File: src/rtl/bitfield_extract_unit.sv
module bitfield_extract_unit #(
  parameter int W = 32
) (
  input  logic                       clk,
  input  logic                       rst,
  input  logic                       req_valid,
  input  logic [W-1:0]               req_src,
  input  logic                       req_field,
  input  logic [1:0]                 req_rot,
  input  logic [$clog2(W)-1:0]       req_pos,
  input  logic [$clog2(W):0]         req_width,
  input  logic                       req_sext,
  output logic                       res_valid,
  output logic [W-1:0]               res_data
);
  localparam int PW = $clog2(W);
  localparam int CW = PW + 1;
  localparam logic [CW-1:0] WFULL = CW'(W);

  // byte mode
  logic [CW-1:0] rot_amt;
  logic [W-1:0]  rotated, byte_res;
  assign rot_amt  = CW'({req_rot, 3'b000});
  assign rotated  = (req_src >> rot_amt) | (req_src << (WFULL - rot_amt));
  assign byte_res = {{(W-8){1'b0}}, rotated[7:0]};

  // field mode: left shift then logical/arithmetic right shift
  logic [CW-1:0] room, eff, shl, shr;
  logic [W-1:0]  shifted, zres, sres, field_res;
  assign room    = WFULL - {1'b0, req_pos};
  assign eff     = (req_width > room) ? room : req_width;
  assign shl     = room - eff;
  assign shr     = WFULL - eff;
  assign shifted = req_src << shl;
  assign zres    = shifted >> shr;
  assign sres    = $signed(shifted) >>> shr;
  assign field_res = (eff == '0) ? '0 : (req_sext ? sres : zres);

  always_ff @(posedge clk) begin
    if (rst) begin
      res_valid <= 1'b0;
      res_data  <= '0;
    end else begin
      res_valid <= req_valid;
      if (req_valid) res_data <= req_field ? field_res : byte_res;
    end
  end

  p_byte_upper_zero_r1: assert property (@(posedge clk) disable iff (rst)
    (req_valid && !req_field) |=> (res_data[W-1:8] == '0));

  p_rot0_mask_r2: assert property (@(posedge clk) disable iff (rst)
    (req_valid && !req_field && req_rot == 2'b00) |=> (res_data == ($past(req_src) & W'(255))));

  p_zero_fill_r4: assert property (@(posedge clk) disable iff (rst)
    (req_valid && req_field && !req_sext && req_width < CW'(W)) |=>
      ((res_data >> $past(req_width)) == '0));

  p_trunc_r6: assert property (@(posedge clk) disable iff (rst)
    (req_valid && req_field && !req_sext && ({1'b0, req_pos} + req_width) > WFULL) |=>
      ((res_data >> (WFULL - {1'b0, $past(req_pos)})) == '0));

  p_full_word_r7: assert property (@(posedge clk) disable iff (rst)
    (req_valid && req_field && req_pos == '0 && req_width == WFULL) |=>
      (res_data == $past(req_src)));

  p_valid_next_r8: assert property (@(posedge clk) disable iff (rst)
    req_valid |=> res_valid);

  p_idle_hold_r8: assert property (@(posedge clk) disable iff (rst)
    !req_valid |=> (!res_valid && $stable(res_data)));

  p_reset_clear_r9: assert property (@(posedge clk)
    rst |=> (!res_valid && res_data == '0));
endmodule

File: config.mk
export PLATFORM = sky130hd
export DESIGN_NAME = bitfield_extract_unit
export DESIGN_NICKNAME = d
export VERILOG_FILES = /design/src/rtl/bitfield_extract_unit.sv
export SDC_FILE = /design/constraint.sdc
export NUM_CORES = 1
export LEC_CHECK = 0
export BUFFER_PORTS_ARGS = -buffer_cell sky130_fd_sc_hd__buf_2
export CAP_MARGIN = 20
export CORE_ASPECT_RATIO = 0.6
export CORE_MARGIN = 2
export CORE_UTILIZATION = 53
export DETAILED_ROUTE_END_ITERATION = 10
export HOLD_SLACK_MARGIN = 0.15
export PLACE_DENSITY_LB_ADDON = 0.2
export SYNTH_ARGS = -nofsm -noshare
export SYNTH_HDL_FRONTEND = slang
export SYNTH_SLANG_ARGS = --single-unit
export TNS_END_PERCENT = 1
File: constraint.sdc
create_clock -name clk -period 15 [get_ports clk]
set_input_delay 1.5 -clock clk [delete_from_list [all_inputs] [get_ports clk]]
set_output_delay 1.5 -clock clk [all_outputs]
set_load 0.02 [all_outputs]
Yosys cells after proc, flatten, opt, wreduce, memory -nomap -nowiden
Index checks and enable logic that the tools add are counted.

operators by class
  $add $sub $neg = 4
  $lt $le $gt $ge = 1
  bitwise gates (word level) = 1
  reductions and logical operators = 1
  mux-type cells = 4
  shift operators = 5

operator list
  cell                   count
  $mux W32               3
  $shl A32 B6 Y32        1
  $shl A32 B6 Y8         1
  $shr A32 B5 Y8         1
  $shr A32 B6 Y32        1
  $sshr A32 B6 Y32       1
  $sub A6 B5 Y6 const A  2
  $or A8 B8 Y8           1
  $gt A6 B6 Y1           1
  $logic_not A6 Y1       1
  $mux W6                1
  $sub A6 B6 Y6          1
  $sub A6 B6 Y6 const A  1

storage, ports and cells
  bits in registers = 33
  input port bits = 50
  output and inout port bits = 33

Logic depth before layout (Yosys ltp)
Gate-level depths: netlist of run 1.

  word-level depth = 9
  gate-level depth with buffers = 35

Worst setup path after synthesis of run 1
Ideal clock, no wire load.

  kind = in2reg
  from = input port req_pos[2]
  to = register res_data[22]
  stages = 28
  path slack = 6.249 ns
  arrival = 8.637 ns
  data required time = 14.886 ns
  buffers on the path = 7
  cells stage by stage = or3_4 -> or3_1 -> ha_1 -> nand3_1 -> mux2i_4 -> a2111oi_4 -> a211oi_2 -> buf_6 -> o21ai_2 -> clkbuf_1 -> clkbuf_1 -> ha_1 -> clkinv_1 -> ha_1 -> clkbuf_1 -> buf_1 -> clkbuf_1 -> mux2i_1 -> a21oi_1 -> a32oi_1 -> mux2i_1 -> a32o_1 -> buf_2 -> mux2i_2 -> nor2_2 -> o31a_1 -> a221o_1 -> a21o_1

between the ends
  longest elaborated chain between the ends = 9
  elaborated cells between the ends (all ways) = 12

ends and longest elaborated chain
  item                                                 RTL line  text
  from (decl)                                          10        input logic [$clog2(W)-1:0] req_pos,
  $sub A6 B5 Y6 *                                      30        assign room = WFULL - {1'b0, req_pos};
  $gt A6 B6 Y1                                         31        assign eff = (req_width > room) ? room : req_width;
  $mux W6                                              31
  $sub A6 B6 Y6                                        32        assign shl = room - eff;
  $shl A32 B6 Y32                                      34        assign shifted = req_src << shl;
  $shr A32 B6 Y32 or $sshr A32 B6 Y32 (tied branches)  35, 36
  $mux W32                                             37        assign field_res = (eff == '0) ? '0 : (req_sext ? sres : zres);
  $mux W32 *                                           37
  $mux W32 *                                           45        if (req_valid) res_data <= req_field ? field_res : byte_res;
  to (signal assigned)                                 45
  to (decl)                                            14        output logic [W-1:0] res_data

Every way passes the cells marked *; elsewhere a longest branch is shown, timed or not.
A chain may end at the register's enable or synchronous reset.

Final worst setup path of run 1
  from = input port req_pos[2]
  to = register res_data[6]

Same word-level chain as after synthesis.

==> results of run 1 <==
## kinds of logic (layout without fill, tap and decap cells)
| logic type | count (synthesis) | count (layout) | share of synthesized area (%) |
|---|---|---|---|
| muxes | 100 | 100 | 17.05 |
| xor gates and xnor gates | 21 | 21 | 2.911 |
| and+or+nand+nor | 337 | 337 | 22.05 |
| DFF | 33 | 33 | 9.041 |
| adders and majority gates | 10 | 10 | 1.678 |
| AOI/OAI and AO/OA | 389 | 389 | 40.65 |
| buffers and inverters | 110 | 135 | 6.610 |
## per-stage QoR
step                cell area [sq um]  std cells  hold WS [ps]
global route                     7878       1200         473.2
floorplan                        7307       1000         523.5
finish                           7878       1200         450.9
CTS                              7878       1200         451.0
detailed placement               7705       1192         438.5
global placement                 7697       1191         437.1
## critical path: stages
cell and delay [ps]:
buf_2 140, or3_4 430, or3_1 380, ha_1 510
nand3b_1 210, mux2i_4 280, a2111oi_4 110, a211oi_2 820
nand2_1 160, o21ai_2 90, buf_4 340, ha_1 520
clkinv_1 360, ha_1 1040, mux2_2 330, nor2_1 40
a21oi_1 390, a32oi_1 220, mux2i_1 240, a32o_1 520
nand2_1 600, a31oi_1 610, o21ai_0 270, or3_1 420
o32ai_1 260
## how the worst max path moves through the flow
stage | startpoint | end | slack [ps] | cells past startpoint
3_5_place_dp | req_pos[2] | res_data[6] | 4340 | 25
6_report | req_pos[2] | res_data[6] | 4370 | 25
5_1_grt | req_pos[2] | res_data[6] | 3790 | 25
2_1_floorplan | req_pos[2] | res_data[22] | 6250 | 28
4_1_cts | req_pos[2] | res_data[6] | 4660 | 25
3_3_place_gp | req_pos[2] | res_data[6] | 4840 | 25
## report_power, final
part,switching (mW),total [mW],internal [mW]
logic,0.697,1.02,0.328
registers,0.00628,0.103,0.0969
clock network,0.0438,0.127,0.0831
total,0.747,1.26,0.508
## per-layer routing
layer | routed length, um | track usage (%)
met5 | 13 | 0
met3 | 5914 | 20.38
met1 | 14310 | 65.60
met4 | 509 | 5.887
met2 | 11560 | 53.65
## sequential cells by signal (all words and copies together) (netlist names)
signal and cells:
res_data 32, res_valid 1
## cell type report
type | instances | area [sq um]
clock buffers | 7 | 142.6
clock inverters | 1 | 30.03
fillers | 1354 | 5665
inverters | 28 | 105.1
multi-input cells | 857 | 6182
flip-flops and latches | 33 | 660.6
well taps | 175 | 219.0
repair buffers | 99 | 538.0
## placed cells by master (no fill, tap or decap), types with 6 or more instances in the layout
cell type  synthesis  layout
nand2_1           93      93
mux2i_1           55      55
a311oi_1           9       9
a211oi_1          23      23
a31o_2             6       6
nor4_1             7       7
a32oi_1            6       6
ha_1               9       9
a22o_1             9       9
xnor2_1           14      13
and2_1            11      11
and3_1            14      14
or3_1             12      12
a21oi_1           60      59
a21o_1             9       9
a221oi_1          10      10
mux4_2            15      15
o31ai_1           13      13
o22ai_1           10      10
nand4_1            7       7
o211ai_1          31      31
o21a_1             9       9
a22oi_1           11      11
nor3_1            29      29
buf_2             23      82
dfxtp_1           33      33
a32o_1             6       6
buf_4              3      17
nor2_1            95      95
o2111ai_1          6       6
a31oi_1           19      19
mux2_2            26      26
o21ai_0           52      52
nand3_1           33      33
or4_1              7       7
inv_1             25      25
==> results.md, run 1 <==
* Outcome: finished, final reports clean
* Start-to-end type of the worst setup path: in -> reg
* Worst path arrival time at 10830 ps
* Area leader, netlist: dfxtp_1
* Vias/cell at 7.661
* Number of distinct library cells after synthesis at 106
* Std-Cell Rows at 33
* Most repeated cell in the gate-level netlist after synthesis: nor2_1
* Min-delay src: res_data[25]
* Post-synth EDFFs at 0
* Ys flop type: dfxtp_1
* Hold Path Class: reg -> reg
* Final Worst Setup Slack at 4369 ps
* Length in cells of the worst reg-to-reg path at 3
* Wire length per cell after detailed routing at 26.92 um
* Top-level port count at 83
* Final setup violation count at 0
* Net count of the mapped netlist at 1059
* Max-slew violation count at 0
* Hpwl dp at 25250 um
* DIE AREA at 14770 sq um
* Sort of element at the end of the critical path: flip-flop
* Total routing resource utilization after global routing at 43.04%
* Number of buffers on the longest clock path at 2
* RD Place Congestion at 1.081
* Effective utilization at floorplan at 53.95%
* Chip Height at 94.95 um
* Antenna violations before repair at 1
* Number of buffers inserted by hold repair at cts at 0
* Async SR Flop Fraction at 0%
* Most common library cells after synthesis: nor2_1, nand2_1, a21oi_1
* Cell count of the worst hold path at 2
* Area growth, synth to finish at 7.808%
* Register-to-register setup slack at 13760 ps
* Post-layout nets at 1083
* Worst-path fanout max at 27
* Total clock sinks at 33
* Floorplan die width at 155.6 um
* Ranking of synthesized cells by area: dfxtp_1, mux2i_1, nor2_1
* Worst Max-Slew Pin Slew at 1173 ps
* Post-CTS Setup Repair Bufs at 0
* Max-Slew Margin vs Limit at 21.11%
* Sequential area share after synthesis at 9.041%
* Setup repair after global routing missed its margin: no
* DRC Markers at 0
* Warning count from the yosys run at 0
* PD cells at 159.3 nW/um^2
* Fraction of the core area covered by cells at the end of the flow at 58.17%
* Final ANT Viol Nets at 0
* Setup TNS at 0 ps
* Length of the first detailed-routing pass in iterations at 6
* Period Utilization, post-route at 70.88%
* Layout Skew at 0 ps
* Worst endpoint required time at 15200 ps
* Clock root buffer: clkbuf_16
* Number of instances resized during post-cts repair at 0
* Cell area after technology mapping at 7307 sq um
* Clock H-tree levels at 2
* Minimum period implied by the final worst setup slack at 10630 ps
* Endpoint of the worst-slack reg-to-reg timing path: res_data[2]
* Number of DRC violations after detailed-routing iteration 0 at 1676
* Number of standard cells after synthesis at 1000
* Crit path launch type: input port
* Origin of the critical flop-to-flop path: res_data[2]
* Total power of the final layout at 1.255 mW
* Area share of the leading cell type in the synthesized netlist at 9.041%
* Hold path endpoint: res_data[25]
* Proportion of layout cells with a drive suffix above 1 at 19.80%
* Seq cells post-synth at 33
* Number of global-route vias before repair at 7937
* TritonCTS clock tree: built
* Global route overflow at 0
* Total length of routed wires at 32300 um
* Core footprint at 13540 sq um
* TritonCTS buffer count at 5
* Final-report hold violation count at 0
* Number of buffers inserted by port buffering at 82
* Leakage dissipation at 3.052 nW
* Max rail drop VDD at 0.00009799 V
* Post-place setup slack at 4338 ps
* Maximum number of pins on one net before global-route repair at 43
* Via count at 9193
* Post-synthesis area per instance at 7.307 sq um
* Worst skew pair latency at 290 ps
* Clock-pin slew on the worst setup and hold paths at 60 ps
* Number of maximum-capacitance violations at 0
* Wire length of the first global-routing pass at 48820 um
* Antenna cells at 0
* Highest achievable clock rate at 0.09406 GHz
(Power assumes the default switching activity.)
==> inputs of run 2 (changes only) <==
Clock period 15 ns to 9.8 ns, I/O delays scaled along.
==> run 2 against run 1 <==
Net effect:
- sequential power grew 52%
- register-to-register slack got worse by 5200 ps
- first-iteration DRC count fell by 5.2%
- hold slack better by 1.9 ps
- die area stayed put
- cell area hardly changed
- wire length fell by 1.5%
- core utilization hardly changed
- via count down 0.14%
- sequential share of layout area hardly changed
- clock skew stayed put
- flip-flop and latch count unchanged
==> results.md, run 2 (same netlist as run 1, synthesis figures left out) <==
* Sort of element at the end of the critical path: flip-flop
* Number of buffers on the longest clock path at 2
* Worst Max-Slew Pin Slew at 1224 ps
* Crit path launch type: input port
* TritonCTS buffer count at 5
* Total clock sinks at 33
* Worst path arrival time at 9370 ps
* Chip Height at 94.95 um
* Hold path endpoint: res_data[23]
* Commonest non-fill, non-tap cell in the layout: nor2_1
* Non-Filler Cell Area, Final at 7874 sq um
* Core footprint at 13540 sq um
* Cell count of the worst hold path at 2
* Number of flip-flops under the largest register name at 32
* Setup repair after global routing missed its margin: no
* Outcome: finished, final reports clean
* Share of power burned in registers at 8.3%
* Wire length per cell after detailed routing at 26.45 um
* Top-level port count at 83
* Worst endpoint required time at 9980 ps
* Share of total power in combinational logic at 83.4%
* Total length of routed wires at 31820 um
* Endpoint of the worst-slack reg-to-reg timing path: res_data[2]
* Dominant cell type by count on the critical path: ha_1
* Max rail drop VDD at 0.0001201 V
* Hold WS at 452.7 ps
* DRC Markers at 0
* Minimum period implied by the final worst setup slack at 9183 ps
* Multi-input gate area at 6182 sq um
* Instance count after placement with tap cells included at 1195
* Leading cell types in the layout, fill and taps excluded: nor2_1, nand2_1, buf_2, a21oi_1, mux2i_1
* Hpwl dp at 24640 um
* Largest register by flop count: res_data
* Start-to-end type of the worst setup path: in -> reg
* Max-slew violation count at 0
* Register-to-register setup slack at 8570 ps
* Highest achievable clock rate at 0.1089 GHz
* Sw Pwr at 1.148 mW
* Final ANT Viol Nets at 0
* Period Utilization, post-route at 93.70%
* Internal power consumption at 747.4 uW
* Worst skew pair latency at 290 ps
* RD Place Congestion at 1.051
* Final-report hold violation count at 0
* Origin of the critical flop-to-flop path: res_data[2]
* Length in cells of the worst reg-to-reg path at 3
* Antenna cells at 0
* Max-Slew Margin vs Limit at 17.69%
* DIE AREA at 14770 sq um
* Number of DRC violations after detailed-routing iteration 0 at 1589
* Wire length of the first global-routing pass at 48100 um
* Hold Path Class: reg -> reg
* Number of buffers inserted by hold repair at cts at 0
* Layout Skew at 0 ps
* Total cell area at the placement stage at 7731 sq um
* Post-route insts no fill at 1203
* CP max stage cell: nor2b_1
* Setup TNS at 0 ps
* Clock H-tree levels at 2
* Sw frac at 60.56%
* Number of maximum-capacitance violations at 0
* Leakage dissipation at 3.053 nW
* Via count at 9180
* Floorplan die width at 155.6 um
* Min-delay src: res_data[23]
* Final setup violation count at 0
* Maximum number of pins on one net before global-route repair at 36
* Area growth, synth to finish at 7.757%
* Clock network fraction of total power at 8.4%
* Effective utilization at floorplan at 53.95%
* Number of instances resized during post-cts repair at 0
* Vias/cell at 7.631
* Global route overflow at 0
* Fill count at 1293
* FF/Latch Area at 660.6 sq um
* Clock-pin slew on the worst setup and hold paths at 60 ps
* Largest stage delay, worst path at 740 ps
* Worst-path fanout max at 23
* PD cells at 240.7 nW/um^2
* Clock root buffer: clkbuf_16
* Leading registers by flop count: res_data: 32 flops, res_valid: 1 flops
* Total routing resource utilization after global routing at 42.37%
* Antenna violations before repair at 0
* Proportion of layout cells with a drive suffix above 1 at 20.14%
* Length of the first detailed-routing pass in iterations at 6
* Number of buffers inserted by port buffering at 82
* Std-Cell Rows at 33
* Number of global-route vias before repair at 8066
* Post-layout nets at 1086
* TritonCTS clock tree: built
* Post-CTS Setup Repair Bufs at 0
run 2: metrics by stage:
stage / setup WS, ps / util, % / power (mW)
floorplan: 1569 / - / 1.215
global placement: 879.0 / 57.00 / 1.630
detailed placement: 716.7 / 57.09 / 1.619
CTS: 1013 / 58.14 / 1.780
global route: 219.1 / 58.14 / 1.957
finish: 617.0 / 58.14 / 1.895
run 2: worst max path at each step:
stage                         endpoint  depth (start not counted)        from  slack [ps]
after CTS                  res_data[3]                         27  req_pos[2]        1010
final                     res_data[24]                         26  req_pos[2]         620
after global routing       res_data[3]                         27  req_pos[2]         220
after global placement     res_data[3]                         26  req_pos[2]         880
after floorplan           res_data[22]                         28  req_pos[2]        1570
after detailed placement   res_data[3]                         27  req_pos[2]         720
run 2: critical path, delay by kind of cell:
family,cells,cell delay (ps)
AO/OA/AOI/OAI,11,2660
AND/OR/NAND/NOR,6,2180
adder cells (fa/ha/maj),3,1650
multiplexers,3,1070
buffers and inverters,3,840
run 2: layout make-up:
cell class	count	share of cell area, %
Clock inverter	3	0.2225
Timing Repair Buffer	102	7.167
Tap cell	175	2.781
Sequential cell	33	8.390
Multi-Input combinational cell	857	78.52
Clock buffer	5	1.589
Inverter	28	1.335
run 2: power groups by stage:
stage / clock, mW / sequential (mW) / combinational, mW
4_1_cts: 0.156 / 0.156 / 1.47
3_5_place_dp: 0 / 0.159 / 1.46
5_1_grt: 0.160 / 0.158 / 1.64
6_report: 0.159 / 0.157 / 1.58
3_3_place_gp: 0 / 0.159 / 1.47
2_1_floorplan: 0 / 0.175 / 1.04
run 2: metal layers:
| metal | track usage [%] | part of all wire, % | vias up |
|---|---|---|---|
| met2 | 51.77 | 35 | 817 |
| met4 | 5.963 | 1.8 | 4 |
| met3 | 20.33 | 19 | 72 |
| met5 | 7.823 | 0.48 | - |
| met1 | 64.56 | 44 | 4277 |
| li1 | - | - | 4010 |
==> inputs of run 3 (changes only) <==
Settings changed: REMOVE_ABC_BUFFERS set to 1.
==> run 3 against run 2 <==
Net effect:
- critical path depth fell by 1
- hold slack barely moved
- combinational power barely moved
- final cell count rose by 0.58%
- clock skew did not move
- setup slack improved by 700 ps
- maximum frequency rose by 8.2%
- die area did not move
- flip-flop and latch count did not move
- clock power rose by 22%
- non-clock buffer count rose by 7
- sequential share of layout area fell by 0.083 points
- critical path type unchanged
- largest power group unchanged
==> results.md, run 3 (same netlist as run 1, synthesis figures left out) <==
* Fraction of the core area covered by cells at the end of the flow at 58.72%
* Total length of routed wires at 33330 um
* Non-Filler Cell Area, Final at 7953 sq um
* Maximum number of pins on one net before global-route repair at 42
* Antenna violations before repair at 0
* Fill count at 1308
* Effective utilization at floorplan at 53.95%
* Period Utilization, post-route at 86.58%
* Register-to-register setup slack at 8560 ps
* Largest register by flop count: res_data
* CP max stage cell: o311ai_0
* PD cells at 245.9 nW/um^2
* Max rail drop VDD at 0.0001409 V
* Floorplan die width at 155.6 um
* Origin of the critical flop-to-flop path: res_data[2]
* Hpwl dp at 26140 um
* Outcome: finished, final reports clean
* Largest stage delay, worst path at 830 ps
* Commonest non-fill, non-tap cell in the layout: nor2_1
* Worst Max-Slew Pin Slew at 1114 ps
* Worst path arrival time at 8680 ps
* Critical path capture point: res_data[5]
* Total cell area at the placement stage at 7772 sq um
* Dominant cell type by count on the critical path: ha_1
* Worst-path fanout max at 20
* RD Place Congestion at 1.090
* Clock-pin slew on the worst setup and hold paths at 60 ps
* Global route overflow at 0
* Core footprint at 13540 sq um
* Final setup violation count at 0
* Worst skew pair latency at 290 ps
* Number of DRC violations after detailed-routing iteration 0 at 1548
* Number of maximum-capacitance violations at 0
* DIE AREA at 14770 sq um
* Number of buffers inserted by port buffering at 82
* Worst endpoint required time at 9990 ps
* Layout Skew at 0 ps
* Std-Cell Rows at 33
* Clock root buffer: clkbuf_16
* Final ANT Viol Nets at 0
* Number of flip-flops under the largest register name at 32
* DRC Markers at 0
* Clock H-tree levels at 2
* Top-level port count at 83
* Number of global-route vias before repair at 8133
* Number of buffers inserted by hold repair at cts at 0
* Minimum period implied by the final worst setup slack at 8484 ps
* Chip Height at 94.95 um
* Wire length per cell after detailed routing at 27.54 um
* Area growth, synth to finish at 8.836%
* TritonCTS clock tree: built
* Proportion of layout cells with a drive suffix above 1 at 20.58%
* Endpoint of the worst-slack reg-to-reg timing path: res_data[2]
* Antenna cells at 0
* Worst setup path startpoint: req_pos[2]
* Vias/cell at 7.648
* Total clock sinks at 33
* Via count at 9254
* Hold Path Class: reg -> reg
* Setup TNS at 0 ps
* Leading registers by flop count: res_data: 32 flops, res_valid: 1 flops
* Number of instances resized during post-cts repair at 0
* Total routing resource utilization after global routing at 44.93%
* Crit path launch type: input port
* Post-CTS Setup Repair Bufs at 0
* Length in cells of the worst reg-to-reg path at 3
* Wire length of the first global-routing pass at 50160 um
* Number of buffers on the longest clock path at 2
* TritonCTS buffer count at 5
* Sort of element at the end of the critical path: flip-flop
* Max-Slew Margin vs Limit at 25.50%
* Final-report hold violation count at 0
* Length of the first detailed-routing pass in iterations at 8
* Leakage dissipation at 3.099 nW
* Post-layout nets at 1093
* Leading cell types in the layout, fill and taps excluded: nor2_1, nand2_1, buf_2, a21oi_1, mux2i_1
* Highest achievable clock rate at 0.1179 GHz
* Start-to-end type of the worst setup path: in -> reg
* Setup repair after global routing missed its margin: no
* Max-slew violation count at 0
## run 3: cell types whose count changed in the layout (fill, tap and decap cells not counted)
cell and change:
clkinvlp_4 -1, buf_6 -1, bufinv_16 +1, clkbuf_1 +1
clkinv_2 -2, clkbuf_8 +1, buf_4 +8
## run 3: how the worst min path moves through the flow
| stage | slack (ps) | start | cells after the start | endpoint |
|---|---|---|---|---|
| 3_5_place_dp | 440 | res_data[26] | 2 | res_data[26] |
| 2_1_floorplan | 520 | res_data[23] | 2 | res_data[23] |
| 3_3_place_gp | 440 | res_data[23] | 2 | res_data[23] |
| 5_1_grt | 470 | res_data[19] | 2 | res_data[19] |
| 4_1_cts | 460 | res_data[19] | 2 | res_data[19] |
| 6_report | 450 | res_data[19] | 2 | res_data[19] |
## run 3: final cells by class
cell class	count	area [sq um]	share of cell area (%)
multi-input combinational	857	6182	77.74
tap	175	219.0	2.753
inverter	28	105.1	1.322
timing repair buffer	109	613.1	7.709
clock inverter	1	30.03	0.3776
sequential	33	660.6	8.307
clock buffer	7	142.6	1.794
## run 3: layer usage
| metal | part of all wire (%) | global-route usage [%] |
|---|---|---|
| met5 | 0 | 0 |
| met4 | 1.4 | 6.193 |
| met3 | 20 | 26.11 |
| met2 | 34 | 53.95 |
| met1 | 44 | 67.09 |
## run 3: per-stage QoR
step	cells	power (mW)	hold slack (ps)	setup WS (ps)
after floorplan	918	1.162	523.5	780.8
after global placement	1201	1.661	435.6	1125
after detailed placement	1201	1.642	441.2	960.6
after CTS	1209	1.840	455.9	1235
after global routing	1210	2.024	471.2	1024
final	1210	1.955	452.6	1316
## run 3: power by group
group / leakage [nW] / switching, mW / internal, mW
logic: 2.75 / 1.09 / 0.517
registers: 0.269 / 0.00850 / 0.148
clock network: 0.0841 / 0.0670 / 0.127
## run 3: worst max-delay path, delay by kind of cell
family,cells,cell delay [ps]
buffers and inverters,4,1000
and+or+nand+nor,7,1720
adders and majority gates,3,1150
muxes,3,1010
AOI/OAI and AO/OA,8,2780
